--- src/rtl/smbus_bl_pkg.sv ---
package smbus_bl_pkg;
    localparam int DW  = 8;
    localparam int NWR = 5;

    typedef enum logic [2:0] {
        ST_IDLE, ST_ADDR, ST_CMD, ST_WDATA, ST_RDATA, ST_ACK, ST_SKIP
    } bus_st_e;

    // writable slots: index, live-bit mask, reset value
    localparam logic [DW-1:0] WR_IDX  [NWR] = '{8'h00, 8'h01, 8'h07, 8'h08, 8'h09};
    localparam logic [DW-1:0] WR_MASK [NWR] = '{8'hFF, 8'h07, 8'hFF, 8'h07, 8'hFF};
    localparam logic [DW-1:0] WR_RST  [NWR] = '{8'hFF, 8'h00, 8'h00, 8'h00, 8'hFF};

    localparam logic [DW-1:0] IDX_STAT = 8'h02;
    localparam logic [DW-1:0] IDX_ID   = 8'h03;
    localparam int STAT_W = 6;
endpackage

--- src/rtl/bus_sync.sv ---
module bus_sync #(
    parameter int STAGES = 2
) (
    input  logic clk,
    input  logic rst_n,
    input  logic scl_i,
    input  logic sda_i,
    output logic scl_o,
    output logic sda_o,
    output logic scl_rise,
    output logic scl_fall,
    output logic start_p,
    output logic stop_p
);
    typedef struct packed {
        logic [STAGES-1:0] scl;
        logic [STAGES-1:0] sda;
        logic              scl_p;
        logic              sda_p;
    } sync_t;

    sync_t q, d;

    always_comb begin
        d       = q;
        d.scl   = {q.scl[STAGES-2:0], scl_i};
        d.sda   = {q.sda[STAGES-2:0], sda_i};
        d.scl_p = q.scl[STAGES-1];
        d.sda_p = q.sda[STAGES-1];
    end

    always_ff @(posedge clk or negedge rst_n) begin
        if (!rst_n) q <= '1;
        else        q <= d;
    end

    assign scl_o    = q.scl[STAGES-1];
    assign sda_o    = q.sda[STAGES-1];
    assign scl_rise = scl_o & ~q.scl_p;
    assign scl_fall = ~scl_o & q.scl_p;
    assign start_p  = scl_o & q.scl_p & q.sda_p & ~sda_o;
    assign stop_p   = scl_o & q.scl_p & ~q.sda_p & sda_o;
endmodule

--- src/rtl/smb_slave_fsm.sv ---
module smb_slave_fsm
    import smbus_bl_pkg::*;
#(
    parameter logic [6:0] DEV_ADDR7 = 7'h2C
) (
    input  logic          clk,
    input  logic          rst_n,
    input  logic          sda_s,
    input  logic          scl_rise,
    input  logic          scl_fall,
    input  logic          start_p,
    input  logic          stop_p,
    input  logic [DW-1:0] rd_data,
    output logic          sda_oe,
    output logic [DW-1:0] ptr,
    output logic          wr_en,
    output logic [DW-1:0] wr_data
);
    localparam int CW = $clog2(DW);
    localparam logic [CW-1:0] LAST = CW'(DW - 1);

    typedef struct packed {
        bus_st_e       st;
        bus_st_e       after;
        logic [CW-1:0] cnt;
        logic          full;
        logic [DW-1:0] sh;
        logic [DW-1:0] ptr;
        logic          oe;
        logic          we;
    } fsm_t;

    fsm_t q, d;
    logic [DW-1:0] byte_in;

    assign byte_in = {q.sh[DW-2:0], sda_s};

    always_comb begin
        d    = q;
        d.we = 1'b0;
        if (stop_p) begin
            d.st   = ST_IDLE;
            d.oe   = 1'b0;
            d.full = 1'b0;
        end else if (start_p) begin
            d.st   = ST_ADDR;
            d.cnt  = '0;
            d.oe   = 1'b0;
            d.full = 1'b0;
        end else begin
            case (q.st)
                ST_ADDR, ST_CMD, ST_WDATA: begin
                    if (scl_rise && !q.full) begin
                        d.sh  = byte_in;
                        d.cnt = q.cnt + 1'b1;
                        if (q.cnt == LAST) begin
                            d.full = 1'b1;
                            if (q.st == ST_ADDR) begin
                                if (byte_in[DW-1:1] == DEV_ADDR7) begin
                                    d.after = byte_in[0] ? ST_RDATA : ST_CMD;
                                end else begin
                                    d.st   = ST_SKIP;
                                    d.full = 1'b0;
                                end
                            end else if (q.st == ST_CMD) begin
                                d.ptr   = byte_in;
                                d.after = ST_WDATA;
                            end else begin
                                d.we    = 1'b1;
                                d.after = ST_SKIP;
                            end
                        end
                    end else if (scl_fall && q.full) begin
                        d.full = 1'b0;
                        d.oe   = 1'b1;
                        d.st   = ST_ACK;
                    end
                end
                ST_ACK: begin
                    if (scl_fall) begin
                        d.st  = q.after;
                        d.cnt = '0;
                        d.oe  = 1'b0;
                        if (q.after == ST_RDATA) begin
                            d.sh = rd_data;
                            d.oe = ~rd_data[DW-1];
                        end
                    end
                end
                ST_RDATA: begin
                    if (scl_fall) begin
                        if (q.cnt == LAST) begin
                            d.oe = 1'b0;
                            d.st = ST_SKIP;
                        end else begin
                            d.sh  = {q.sh[DW-2:0], 1'b0};
                            d.oe  = ~q.sh[DW-2];
                            d.cnt = q.cnt + 1'b1;
                        end
                    end
                end
                default: ;
            endcase
        end
    end

    always_ff @(posedge clk or negedge rst_n) begin
        if (!rst_n) begin
            q       <= '0;
            q.st    <= ST_IDLE;
            q.after <= ST_IDLE;
        end else begin
            q <= d;
        end
    end

    assign sda_oe  = q.oe;
    assign ptr     = q.ptr;
    assign wr_en   = q.we;
    assign wr_data = q.sh;
endmodule

--- src/rtl/bl_regfile.sv ---
module bl_regfile
    import smbus_bl_pkg::*;
(
    input  logic                    clk,
    input  logic                    rst_n,
    input  logic                    wr_en,
    input  logic [DW-1:0]           idx,
    input  logic [DW-1:0]           wdata,
    input  logic [STAT_W-1:0]       stat_i,
    input  logic [DW-1:0]           id_i,
    output logic [DW-1:0]           rdata,
    output logic [NWR-1:0][DW-1:0]  regs
);
    logic [NWR-1:0][DW-1:0] regs_d, regs_q;

    for (genvar i = 0; i < NWR; i++) begin : g_slot
        always_comb begin
            regs_d[i] = regs_q[i];
            if (wr_en && idx == WR_IDX[i]) regs_d[i] = wdata & WR_MASK[i];
        end
    end

    always_ff @(posedge clk or negedge rst_n) begin
        if (!rst_n) begin
            for (int i = 0; i < NWR; i++) regs_q[i] <= WR_RST[i];
        end else begin
            regs_q <= regs_d;
        end
    end

    always_comb begin
        rdata = '0;
        for (int i = 0; i < NWR; i++) begin
            if (idx == WR_IDX[i]) rdata = regs_q[i];
        end
        if (idx == IDX_STAT) rdata = {{(DW-STAT_W){1'b0}}, stat_i};
        if (idx == IDX_ID)   rdata = id_i;
    end

    assign regs = regs_q;
endmodule

--- src/rtl/smbus_bl_regs.sv ---
module smbus_bl_regs
    import smbus_bl_pkg::*;
#(
    parameter int         SYNC_STAGES = 2,
    parameter logic [6:0] DEV_ADDR7   = 7'h2C
) (
    input  logic              clk,
    input  logic              rst_n,
    input  logic              scl_i,
    input  logic              sda_i,
    output logic              sda_oe,
    input  logic [STAT_W-1:0] stat_i,
    input  logic [DW-1:0]     id_i,
    output logic [DW-1:0]     pwm_brt_o,
    output logic [DW-1:0]     dev_ctl_o,
    output logic [DW-1:0]     dc_brt_o,
    output logic [DW-1:0]     cfg_o,
    output logic [DW-1:0]     chan_en_o
);
    logic scl_s, sda_s, scl_rise, scl_fall, start_p, stop_p;
    logic wr_en;
    logic [DW-1:0] ptr, wr_data, rd_data;
    logic [NWR-1:0][DW-1:0] regs;

    bus_sync #(.STAGES(SYNC_STAGES)) u_sync (
        .clk(clk), .rst_n(rst_n), .scl_i(scl_i), .sda_i(sda_i),
        .scl_o(scl_s), .sda_o(sda_s), .scl_rise(scl_rise), .scl_fall(scl_fall),
        .start_p(start_p), .stop_p(stop_p)
    );

    smb_slave_fsm #(.DEV_ADDR7(DEV_ADDR7)) u_fsm (
        .clk(clk), .rst_n(rst_n), .sda_s(sda_s), .scl_rise(scl_rise),
        .scl_fall(scl_fall), .start_p(start_p), .stop_p(stop_p),
        .rd_data(rd_data), .sda_oe(sda_oe), .ptr(ptr),
        .wr_en(wr_en), .wr_data(wr_data)
    );

    bl_regfile u_regs (
        .clk(clk), .rst_n(rst_n), .wr_en(wr_en), .idx(ptr), .wdata(wr_data),
        .stat_i(stat_i), .id_i(id_i), .rdata(rd_data), .regs(regs)
    );

    assign pwm_brt_o = regs[0];
    assign dev_ctl_o = regs[1];
    assign dc_brt_o  = regs[2];
    assign cfg_o     = regs[3];
    assign chan_en_o = regs[4];
endmodule

--- config.mk ---
export PLATFORM = sky130hd
export DESIGN_NAME = smbus_bl_regs
export DESIGN_NICKNAME = d
export VERILOG_FILES = /design/src/rtl/smbus_bl_pkg.sv /design/src/rtl/bus_sync.sv /design/src/rtl/smb_slave_fsm.sv /design/src/rtl/bl_regfile.sv /design/src/rtl/smbus_bl_regs.sv
export SDC_FILE = /design/constraint.sdc
export NUM_CORES = 1
export LEC_CHECK = 0
export CORE_ASPECT_RATIO = 1.1
export CORE_MARGIN = 8
export CORE_UTILIZATION = 50
export DETAILED_ROUTE_END_ITERATION = 10
export PLACE_DENSITY = 0.79
export SYNTH_ARGS = -nofsm -noshare
export SYNTH_HDL_FRONTEND = slang
export SYNTH_HIERARCHICAL = 1
export SYNTH_SLANG_ARGS = --single-unit
--- constraint.sdc ---
create_clock -name clk -period 2.7 [get_ports clk]
set_input_delay 0.54 -clock clk [delete_from_list [all_inputs] [get_ports clk]]
set_output_delay 0.54 -clock clk [all_outputs]
set_load 0.05 [all_outputs]
Yosys cells after proc, flatten, opt, wreduce, memory -nomap -nowiden
Index checks and enable logic that the tools add are counted.
- multiply operators: 0
- order comparisons: 0
- div/mod/pow operators: 0
- eq/ne operators: 34
- multiplexer cells: 60
- add/sub/neg operators: 1
- reductions and logical operators: 22
- shift operators: 0
- bitwise gates (word level): 16
- operators by type and width (cell ; number):
    2-to-1 mux 8 bit ; 14
    2-to-1 mux 3 bit ; 17
    one-hot mux 8 bit (3 select lines) ; 1
    2-to-1 mux 1 bit ; 22
    one-hot mux 3 bit (3 select lines) ; 2
    == test 8 x 2 -> 1 bit (second input constant) ; 2
    == test 8 x 4 -> 1 bit (second input constant) ; 2
    2-to-1 mux 16 bit ; 1
    inequality test 4 x 3 -> 1 bit (second input constant) ; 4
    AND reduction 8 bit ; 2
    inequality test 5 bit (second input constant) ; 3
    == test 3 bit (second input constant) ; 4
    AND reduction 6 bit ; 2
    inequality test 3 x 2 -> 1 bit (second input constant) ; 3
    inverter 1 bit ; 9
    == test 8 x 1 -> 1 bit (second input constant) ; 1
    == test 8 x 3 -> 1 bit (second input constant) ; 1
    zero test 8 bit ; 1
    inequality test 2 x 1 -> 1 bit (second input constant) ; 4
    inequality test 4 bit (second input constant) ; 2
    nonzero test 4 bit ; 2
    AND 1 bit ; 7
    == test 7 x 6 -> 1 bit (second input constant) ; 1
    logical AND 1 bit ; 7
    other kinds (16) ; 19
- register bits: 64
- bits in read-only memories: 0
- output and inout bits: 41
- RAM bits: 0
- memories: 0
- input bits: 18
- logic and storage cells: 150
- latch bits: 0

Logic depth before layout (Yosys ltp)
Gate-level depths: netlist of the first run.
- depth after elaboration: 14
- gate-level depth with buffers: 10
- gate-level depth less buffers: 7

Cells and area by module
Netlist of the first run, hierarchy kept.
- modules (own cells, without submodules) (module ; seq. area each (um^2) ; cells an instance ; area each (um^2) ; times used):
    bl_regfile ; 770.7 ; 158 ; 1778.0 ; 1
    smb_slave_fsm ; 700.7 ; 147 ; 1635.3 ; 1
    bus_sync ; 157.7 ; 10 ; 190.2 ; 1

Worst setup path before layout of the first run
OpenSTA, ideal clock, no wires.
- path type: register -> register
- from: reg u_fsm.q (netlist bit u_fsm/ptr[0])
- to: reg u_fsm.q (netlist bit u_fsm/wr_data[2])
- data arrival time: 1.984 ns
- data required time: 2.575 ns
- library setup time: 0.125 ns
- path slack: 0.591 ns
- path buffers: 3
- clock period less this slack: 2.109 ns
- stages on the path, launching flop included: 9
- cells stage by stage: dfrtp_1 buf_4 clkbuf_1 buf_2 mux2_2 a222oi_1 nor2_1 a22o_1 mux2_2
- longest elaborated chain between the ends: 11
- elaborated cells between the ends (all ways): 17
- RTL lines (item ; line ; source):
    start, declared ; smb_slave_fsm.sv:33 ; fsm_t q, d;
    zero test 8 bit ; bl_regfile.sv:34 ; if (idx == WR_IDX[i]) rdata = regs_q[i];
    2-to-1 mux 8 bit (5 in a row) ; bl_regfile.sv:34 ;
    2-to-1 mux 8 bit ; bl_regfile.sv:36 ; if (idx == IDX_STAT) rdata = {{(DW-STAT_W){1'b0}}, stat_i};
    2-to-1 mux 8 bit * ; bl_regfile.sv:37 ; if (idx == IDX_ID) rdata = id_i;
    via rd_data[2] ; smbus_bl_regs.sv:22 ; logic [DW-1:0] ptr, wr_data, rd_data;
    2-to-1 mux 8 bit * ; smb_slave_fsm.sv:84 ; if (q.after == ST_RDATA) begin
    2-to-1 mux 8 bit * ; smb_slave_fsm.sv:80 ; if (scl_fall) begin
    one-hot mux 8 bit (3 select lines) * ; smb_slave_fsm.sv:51 ; case (q.st)
The timed path passes the listed nets; every way through them passes the cells marked *. The select of a mux whose other input is x is not followed.
A chain may end at the register's enable or synchronous reset.

Worst setup path after layout of the first run
- from: reg u_regs.regs_q (netlist bit u_regs/regs[39])
- to: out chan_en_o[7]
- RTL lines (item ; line ; source):
    start, declared ; bl_regfile.sv:14 ; logic [NWR-1:0][DW-1:0] regs_d, regs_q;
    start signal, assigned ; bl_regfile.sv:27 ; regs_q <= regs_d;
    end, declared ; smbus_bl_regs.sv:18 ; output logic [DW-1:0] chan_en_o
No word-level cell between the ends.

==> flow_metrics.py, run 1 <==
metrics = {
    "sta": {
        "fin_crit_ns": 2.252,
        "post-route-period-util": 0.8342,
        "setup_violations": 0,
        "max_freq_mhz": 444.0,
        "final_max_slew_viol_count": 0,
        "fin_tns_setup_ns": 0,
        "rsz0062_at_grt": "false",
        "skew_ns": 0.009851,
        "hold_viol_final": 0,
        "worstMarginPinSlew_ns": 0.7684,
        "maxSlewHeadroom": 0.4878,
    },
    "pwr": {
        "internal-power_mw": 1.734,
        "pwr-share-seq": 0.458,
        "switching_share": 0.3177,
        "p_total_mw": 2.541,
        "p_leak_nw": 1.793,
        "vdd_drop_max_mv": 0.4240,
        "powerDensity_nw_per_um2": 610.1,
        "p_comb_frac": 0.230,
        "clock_power_share": 0.311,
        "netSwitchingPower_uw": 807.2,
    },
    "final_layout": {
        "antenna_cells": 0,
        "drive_gt1_frac": 0.3201,
        "layout.cells.non_filler": 438,
        "synthToLayoutAreaGrowth_pct": 15.59,
        "nets": 368,
    },
    "synth": {
        "synth_xor_area_frac": 0,
        "synth-seq-cells": 64,
        "synth.area.mux_share": 0.1910,
        "seq_area_frac_synth": 0.4521,
        "yosys-top-cells-count": "54 x mux2_2, 42 x dfrtp_1, 28 x buf_4",
        "synth_fa_ha_area_frac": 0.006944,
        "ys_types": 62,
        "synth_most_common_cell": "mux2_2",
        "ys_warn_count": 6,
        "synth_area_leaders": "dfrtp_1 29%, mux2_2 17%, dfstp_2 16%",
        "ys.flop_type": "dfrtp_1",
        "ys_async_sr_fraction": 1.000,
        "yosysTopAreaCell": "dfrtp_1",
        "synth_top_family_by_area": "multiplexers",
        "synth-simple-area-share": 0.1431,
        "synth_top_area_share": 0.2917,
        "synth_edf_count": 0,
        "synth_compound_area_frac": 0.1205,
        "avgSynthCellArea_um2": 11.44,
        "synth_cells": 315,
        "syn_area_um2": 3603,
    },
    "cts": {
        "cts_resized": 0,
        "cts_root_buf": "clkbuf_8",
        "cts_inserted_buffers": 9,
        "cts_sinks": 64,
        "cts.htree.levels": 3,
        "post_cts_buffers": 0,
        "cts_tree": "yes",
        "postCtsHoldBufs": 0,
        "clkLatencyLatePin_ns": 0.34,
        "clock_path_buffers": 2,
        "clk_pin_slew_ns": 0.07,
    },
    "worst_setup_path": {
        "cp_cell_sequence": "clkdlybuf4s50_1",
        "worstSetupEndpointType": "output pin",
        "r2r_setup_slack_ns": 0.58,
        "timing.rr.start": "u_sync/sda_o",
        "worstRegToRegCells": 4,
        "critPathArrivalTime_ns": 1.71,
        "path_class": "flip-flop to output pin",
        "crit_slowest_cell": "clkdlybuf4s50_1",
        "crit_family": "buffers and inverters",
        "path_buf_inv": 1,
        "crit_fanout": 3,
        "critPathMaxStageDelay_ns": 0.82,
        "r2r_end": "u_fsm/wr_data[0]",
        "worstSetupStartpointType": "flip-flop",
        "cp.required_ns": 2.16,
    },
    "placement": {
        "dpl.hpwl_um": 5880,
        "port_buffers": 48,
        "dp.cells": 422,
        "place_congestion": 0.8883,
    },
    "grt": {
        "grt_usage": 0.1574,
        "antenna_found_initial": 0,
        "grt_pass1_wl_um": 13190,
        "grt_max_degree": 65,
        "grt_pass1_vias": 2600,
        "overflow": 0,
    },
    "detailed_routing": {
        "totalWireLength_um": 7933,
        "drc": 0,
        "wl_per_cell_um": 18.11,
        "ant_nets": 0,
        "drt_pass1_iterations": 4,
        "drt_iter0_drc": 132,
        "vias_per_cell": 5.820,
        "via_count": 2549,
    },
    "floorplanning": {
        "core.rowCount": 32,
        "ioPinCount": 59,
        "die_h_um": 105.0,
        "die-area_um2": 10180,
        "initial_core_util": 0.5143,
        "die_w_um": 96.94,
        "coreArea_um2": 7007,
    },
    "status": {
        "status": "complete, no violations",
    },
    "job": {
        "cap_violations": 0,
    },
    "min_path": {
        "hold_class": "input port to asynchronous set/reset pin",
    },
}
==> power by group through the flow <==
| stage | clock (mW) | sequential, mW | combinational (mW) |
|---|---|---|---|
| after global placement | 0 | 1.17 | 0.563 |
| after global routing | 0.876 | 1.18 | 0.635 |
| after floorplan | 0 | 1.12 | 0.520 |
| final | 0.791 | 1.16 | 0.585 |
| after CTS | 0.824 | 1.16 | 0.587 |
| after detailed placement | 0 | 1.18 | 0.582 |
==> routing by layer <==
layer,up-vias,routed length (um),track usage
met5,-,0,0
li1,1186,-,-
met4,0,122,0.06711
met1,1250,3360,0.1852
met3,15,433,0.04677
met2,98,4017,0.2609
==> area by class of cell <==
class,instances,area (um^2)
fillers,571,2841
multi-input cells,213,1700
flip-flops and latches,64,1629
repair buffers,53,513.0
clock buffers,12,145.1
well taps,85,106.4
clock inverters,4,45.04
inverters,7,26.28
==> worst max path at each step <==
stage / startpoint / to / slack (ns) / cells after the start
CTS: u_regs/regs[39] / chan_en_o[7] / 0.42 / 1
finish: u_regs/regs[39] / chan_en_o[7] / 0.45 / 1
global placement: id_i[2] / u_fsm/wr_data[2] / 0.51 / 7
global route: u_regs/regs[39] / chan_en_o[7] / 0.40 / 1
floorplan: u_fsm/ptr[0] / u_fsm/wr_data[2] / 0.59 / 8
detailed placement: id_i[2] / u_fsm/wr_data[2] / 0.50 / 7
==> flip-flops by register name, indices dropped and copies added (netlist names) <==
name	cells
u_fsm/wr_en	1
u_sync/q	2
u_sync/sda_o	1
u_regs/regs	30
u_fsm/ptr	8
u_fsm/wr_data	8
u_sync/scl_o	1
u_sync/d	2
u_fsm/q	10
u_fsm/sda_oe	1
==> kinds of logic (layout without fill, tap and decap cells) <==
kind of cell / count (synthesis) / count (layout)
simple gates: 82 / 82
flops: 64 / 64
mux: 62 / 62
compound gates: 57 / 57
buf+inv: 47 / 76
fa+ha+maj: 2 / 2
other cells: 1 / 10
==> cells in the final DEF (no fill, tap or decap), types with 2 or more instances in the layout <==
master	n
o2bb2ai_1	3
clkbuf_8	10
clkinv_2	3
nor2_1	12
a21oi_1	8
o32ai_1	2
dfstp_2	22
o22ai_1	4
a221o_1	2
mux2_2	54
a31oi_1	2
nor2b_1	7
or2_2	2
conb_1	10
nand3_1	6
o311ai_0	2
ha_1	2
clkdlybuf4s50_1	47
nor4_1	2
nor3_1	3
nand3b_1	2
clkbuf_1	2
a22oi_1	2
buf_4	5
and4b_1	3
inv_1	7
mux2i_1	8
nand3_2	2
a22o_1	10
and2_1	2
dfrtp_1	42
nand2_1	19
nor3_4	2
nand4_1	2
nand2b_1	6
o211ai_1	2
o21ai_0	7
==> per-stage QoR <==
stage                     area, um^2    util  hold slack [ns]  setup WS (ns)
after global placement          3975  0.5673           0.3468         0.5089
final                           4165  0.5945           0.3554         0.4477
after CTS                       4165  0.5945           0.3570         0.4233
after floorplan                 3637       -           0.2444         0.5911
after detailed placement        3975  0.5673           0.3470         0.5050
after global routing            4165  0.5945           0.3600         0.4007
Power figures use the tool's default switching activity.
==> run 2, diff against run 1 <==
Settings changed: CORE_UTILIZATION 50 to 48.
Clock period 2.7 ns to 1.9 ns, I/O delays scaled along.
==> run 2 against run 1 <==
  * Clock power increased by 57%
  * Count of clock-buffer cells in the layout increased by 1
  * Flip-flop and latch count unchanged
  * Clock skew decreased by 0.00071 ns
  * Wire length increased by 14%
  * Non-clock buffer count increased by 35
  * Combinational power increased by 93%
  * Global-route usage increased by 2.1 points
  * Cell count increased by 8.4%
  * Sequential share of layout area decreased by 2.6 points
  * First-iteration DRC count increased by 20%
==> flow_metrics.py, run 2 (synthesis results as in run 1) <==
metrics = {
    "worst_setup_path": {
        "cp.required_ns": 2.13,
        "timing.rr.start": "u_fsm/q[20]",
        "critPathArrivalTime_ns": 2.12,
        "cp_cell_sequence": "ha_2 -> ha_4 -> nor2b_1 -> o221ai_2 -> nor3_4 -> buf_12 -> mux2_2",
        "r2r_end": "u_fsm/wr_data[4]",
        "worstSetupEndpointType": "flip-flop",
        "worstSetupStartpointType": "flip-flop",
        "critPathMaxStageDelay_ns": 0.39,
        "crit_fanout": 8,
        "worstRegToRegCells": 7,
        "r2r_setup_slack_ns": 0.009,
        "path_buf_inv": 1,
        "cp.depth": 7,
        "crit_family": "flip-flops",
        "crit_slowest_cell": "dfrtp_1",
        "path_class": "flip-flop to flip-flop",
    },
    "min_path": {
        "min_to": "u_sync/sda_o",
        "min-delay-start": "u_sync/d[3]",
        "hold_class": "flip-flop to flip-flop",
        "min_delay_path_depth": 0,
    },
    "sta": {
        "fin_tns_setup_ns": 0,
        "post-route-period-util": 0.9952,
        "hold_viol_final": 0,
        "max_freq_mhz": 528.8,
        "setup_violations": 0,
        "rsz0062_at_grt": "true",
        "final_max_slew_viol_count": 0,
        "skew_ns": 0.009139,
        "fin_crit_ns": 1.891,
        "whs_ns": 0.3566,
    },
    "cts": {
        "clk_pin_slew_ns": 0.07,
        "clkLatencyLatePin_ns": 0.35,
        "cts_tree": "yes",
        "clock_path_buffers": 2,
        "cts_inserted_buffers": 9,
        "cts_sinks": 64,
        "cts_root_buf": "clkbuf_8",
        "cts.htree.levels": 3,
    },
    "status": {
        "status": "complete, no violations",
    },
    "detailed_routing": {
        "drt_pass1_iterations": 5,
        "ant_nets": 0,
        "wl_per_cell_um": 19.12,
        "via_count": 2785,
        "drc": 0,
        "drt_iter0_drc": 158,
        "totalWireLength_um": 9081,
        "vias_per_cell": 5.863,
    },
    "pwr": {
        "p_total_mw": 3.956,
        "p_leak_nw": 2.049,
        "vdd_drop_max_mv": 0.7123,
        "powerDensity_nw_per_um2": 886.2,
    },
    "placement": {
        "place_area_um2": 4173,
        "dpl.hpwl_um": 6649,
        "place_congestion": 0.8827,
        "port_buffers": 48,
    },
    "final_layout": {
        "synthToLayoutAreaGrowth_pct": 23.89,
        "final_area_um2": 4464,
        "largest_reg_flops": 30,
        "final_cell_mix": "67 x buf_4, 52 x mux2_2, 40 x dfrtp_1",
        "regArea_um2": 1632,
        "fillers": 605,
        "final_util": 0.6074,
        "multi_input_area_um2": 1759,
        "drive_gt1_frac": 0.4794,
        "final_common_cell": "buf_4",
        "antenna_cells": 0,
        "nets": 403,
    },
    "grt": {
        "grt_usage": 0.1779,
        "overflow": 0,
        "antenna_found_initial": 0,
        "grt_pass1_wl_um": 14970,
        "grt_max_degree": 55,
        "grt_pass1_vias": 2934,
    },
    "job": {
        "cap_violations": 0,
    },
    "floorplanning": {
        "coreArea_um2": 7350,
        "ioPinCount": 59,
        "initial_core_util": 0.4903,
        "die_w_um": 98.61,
        "die-area_um2": 10540,
        "die_h_um": 106.9,
        "core.rowCount": 33,
    },
}
run 2: cell count changes in the layout (fill, tap and decap cells not counted), moves of 2 or more:
cell,delta
buf_4,+62
clkbuf_8,+2
nor2b_4,+2
buf_12,+2
mux2_4,+2
dfrtp_1,-2
clkdlybuf4s50_1,-31
mux2_2,-2
dfrtp_2,+2
ha_1,-2
run 2: worst max path at each step:
stage / from / endpoint / slack (ns)
finish: u_fsm/q[20] / u_fsm/wr_data[4] / 0.009
global route: u_fsm/q[20] / u_fsm/wr_data[4] / -0.08
CTS: u_fsm/ptr[5] / u_fsm/wr_data[5] / 0.005
detailed placement: stat_i[2] / u_fsm/wr_data[2] / -0.14
global placement: id_i[2] / u_fsm/wr_data[2] / -0.11
floorplan: u_sync/sda_o / u_fsm/q[23] / -0.04
run 2: report_power, final:
| part | switching, mW | internal (mW) |
|---|---|---|
| Clock | 0.528 | 0.710 |
| Combinational | 0.614 | 0.514 |
| Sequential | 0.123 | 1.47 |
| Total | 1.26 | 2.69 |
run 2: layer usage:
| metal | up-vias | GRT usage | part of all wire |
|---|---|---|---|
| met2 | 126 | 0.3079 | 0.51 |
| met5 | - | 0 | 0 |
| met4 | 0 | 0.09440 | 0.031 |
| li1 | 1263 | - | - |
| met3 | 29 | 0.04148 | 0.062 |
| met1 | 1367 | 0.2004 | 0.40 |
run 2: repair_timing:
item | CTS | global route
endpoints found under the setup margin | 18 | 26
endpoints found under the hold margin | 4 | 0
setup buffers | 0 | 3
resized for setup | 2 | 11
hold buffers | 1 | 0
pin swaps | 2 | 2
run 2: final cells by class:
class / count / area share
multi-input combinational: 213 / 0.3941
sequential: 64 / 0.3655
timing repair buffer: 88 / 0.1634
clock buffer: 13 / 0.03784
tap: 87 / 0.02438
clock inverter: 3 / 0.008969
inverter: 7 / 0.005886
run 2: worst register-to-register path: cells and delay by family (launching register included):
family	cells	cell delay (ns)
compound gates	1	0.16
fa+ha+maj	2	0.36
buf+inv	1	0.15
flops	1	0.39
mux	1	0.34
simple gates	2	0.38
run 2: through the flow:
stage | setup WS, ns | cells
after global routing | -0.08355 | 475
after CTS | 0.005354 | 472
after global placement | -0.1119 | 455
final | 0.009068 | 475
after detailed placement | -0.1387 | 455
after floorplan | -0.04184 | 324
==> run 3, diff against run 2 <==
Settings changed: ABC_CLOCK_PERIOD_IN_PS set to 1900, CORE_MARGIN 8 to 5.
==> run 3 against run 2 <==
  * The run now ends with negative setup slack left
  * Flip-flop and latch count is the same
  * Critical path depth did not move
  * Count of clock-buffer cells in the layout decreased by 3
  * Non-clock buffer count grew 13
  * Clock power rose by 20%
  * Via count fell by 2.5%
  * Critical path type unchanged
  * Critical endpoint is now u_fsm/q[23]
==> flow_metrics.py, run 3 (synthesis results as in run 1) <==
metrics = {
    "sta": {
        "hold_viol_final": 0,
        "final_max_slew_viol_count": 0,
        "rsz0062_at_grt": "true",
        "post-route-period-util": 1.007,
        "whs_ns": 0.03374,
        "max_freq_mhz": 522.7,
        "setup_violations": 1,
        "fin_crit_ns": 1.913,
        "fin_tns_setup_ns": -0.01301,
        "skew_ns": 0.01527,
        "fin_ws_ns": -0.01301,
    },
    "pwr": {
        "internal-power_mw": 2.945,
        "switching_share": 0.3108,
        "powerDensity_nw_per_um2": 928.1,
        "netSwitchingPower_mw": 1.328,
        "p_total_mw": 4.273,
        "vdd_drop_max_mv": 0.8456,
        "pwr-share-seq": 0.372,
        "p_leak_nw": 2.131,
        "clock_power_share": 0.348,
        "p_comb_frac": 0.280,
    },
    "cts": {
        "cts_sinks": 64,
        "clkLatencyLatePin_ns": 0.35,
        "clock_path_buffers": 2,
        "cts_root_buf": "clkbuf_8",
        "clk_pin_slew_ns": 0.07,
        "cts.htree.levels": 3,
        "cts_tree": "yes",
        "cts_inserted_buffers": 9,
    },
    "grt": {
        "grt_max_degree": 65,
        "grt_pass1_wl_um": 14360,
        "grt-busiest-layer": "met2",
        "grt_usage": 0.1968,
        "antenna_found_initial": 0,
        "grt_pass1_vias": 2831,
        "grt_use_met2": 0.3521,
        "overflow": 0,
        "grtUsageMet1": 0.2344,
        "grtUsageMet3": 0.04556,
    },
    "final_layout": {
        "nets": 416,
        "final_common_cell": "buf_4",
        "drive_gt1_frac": 0.5037,
        "antenna_cells": 0,
        "synthToLayoutAreaGrowth_pct": 27.78,
        "largest_reg_flops": 30,
        "final_cell_mix": "79 x buf_4, 52 x mux2_2, 38 x dfrtp_1",
        "final_area_um2": 4604,
    },
    "detailed_routing": {
        "drt_pass1_iterations": 4,
        "via_count": 2716,
        "drt_iter0_drc": 115,
        "wl_per_cell_um": 18.19,
        "drc": 0,
        "totalWireLength_um": 8876,
        "ant_nets": 0,
        "vias_per_cell": 5.566,
    },
    "worst_setup_path": {
        "critPathArrivalTime_ns": 2.13,
        "cp.required_ns": 2.12,
        "worstSetupStartpointType": "flip-flop",
        "path_class": "flip-flop to flip-flop",
        "worstSetupEndpointType": "flip-flop",
        "crit_fanout": 3,
    },
    "floorplanning": {
        "die_h_um": 100.9,
        "initial_core_util": 0.4876,
        "ioPinCount": 59,
        "core.rowCount": 33,
        "die_w_um": 92.61,
        "coreArea_um2": 7391,
        "die-area_um2": 9342,
    },
    "placement": {
        "place_congestion": 0.8932,
        "place_area_um2": 4245,
        "port_buffers": 48,
        "dpl.hpwl_um": 6328,
    },
    "status": {
        "violations": "negative setup slack",
        "status": "finished, violations left",
    },
    "min_path": {
        "hold_class": "input port to asynchronous set/reset pin",
    },
    "job": {
        "cap_violations": 0,
    },
}
==> run 3: worst max-delay path: stages, from the launching register on <==
cell and delay, ns:
dfrtp_1 0.37, ha_2 0.20, ha_4 0.14, buf_6 0.09, nand3b_1 0.17, nor3_4 0.28, nor2b_4 0.23, mux2_4 0.31
==> run 3: stage by stage <==
stage          instances    util  worst slack [ns]
3_3_place_gp         464  0.5744           -0.1169
5_1_grt              488  0.6230           -0.1019
4_1_cts              480  0.6084          0.003123
6_report             488  0.6230          -0.01301
2_1_floorplan        324       -          -0.04184
3_5_place_dp         464  0.5744           -0.1243
==> run 3: final cells by class <==
| cell class | instances | area, um^2 |
|---|---|---|
| timing repair buffer | 101 | 827.0 |
| clock buffer | 10 | 137.6 |
| sequential | 64 | 1634 |
| inverter | 7 | 26.28 |
| fill | 596 | 2786 |
| clock inverter | 6 | 115.1 |
| multi-input combinational | 213 | 1755 |
| tap | 87 | 108.9 |
==> run 3: path summary, 6_finish.rpt <==
path	start	end	slack, ns	cells past startpoint
setup / recovery	u_fsm/q[19]	u_fsm/q[23]	-0.01	7
hold / removal	rst_n	u_regs/regs[25]	0.03	2
setup reg to reg	u_fsm/q[19]	u_fsm/q[23]	-0.01	7
hold reg to reg	u_sync/d[3]	u_sync/sda_o	0.36	0
max in group asynchronous	rst_n	u_regs/regs[35]	1.54	2
min in group clk	u_sync/d[3]	u_sync/sda_o	0.36	0
==> run 3: layer usage <==
metal	share of wire	wire, um
met1	0.42	3725
met2	0.52	4622
met3	0.049	436
met4	0.010	91
met5	0	0
==> run 3: power groups by stage <==
stage	sequential [mW]	combinational (mW)	clock (mW)
after floorplan	1.59	0.750	0
after global placement	1.60	1.09	0
after detailed placement	1.61	1.10	0
after CTS	1.58	1.11	1.52
after global routing	1.60	1.30	1.58
final	1.59	1.20	1.49
==> run 3: timing repair <==
item	CTS	global route
gates resized for setup	3	13
hold buffers	0	0
endpoints found under the setup margin	21	22
setup buffers	0	8
pin swaps	2	4
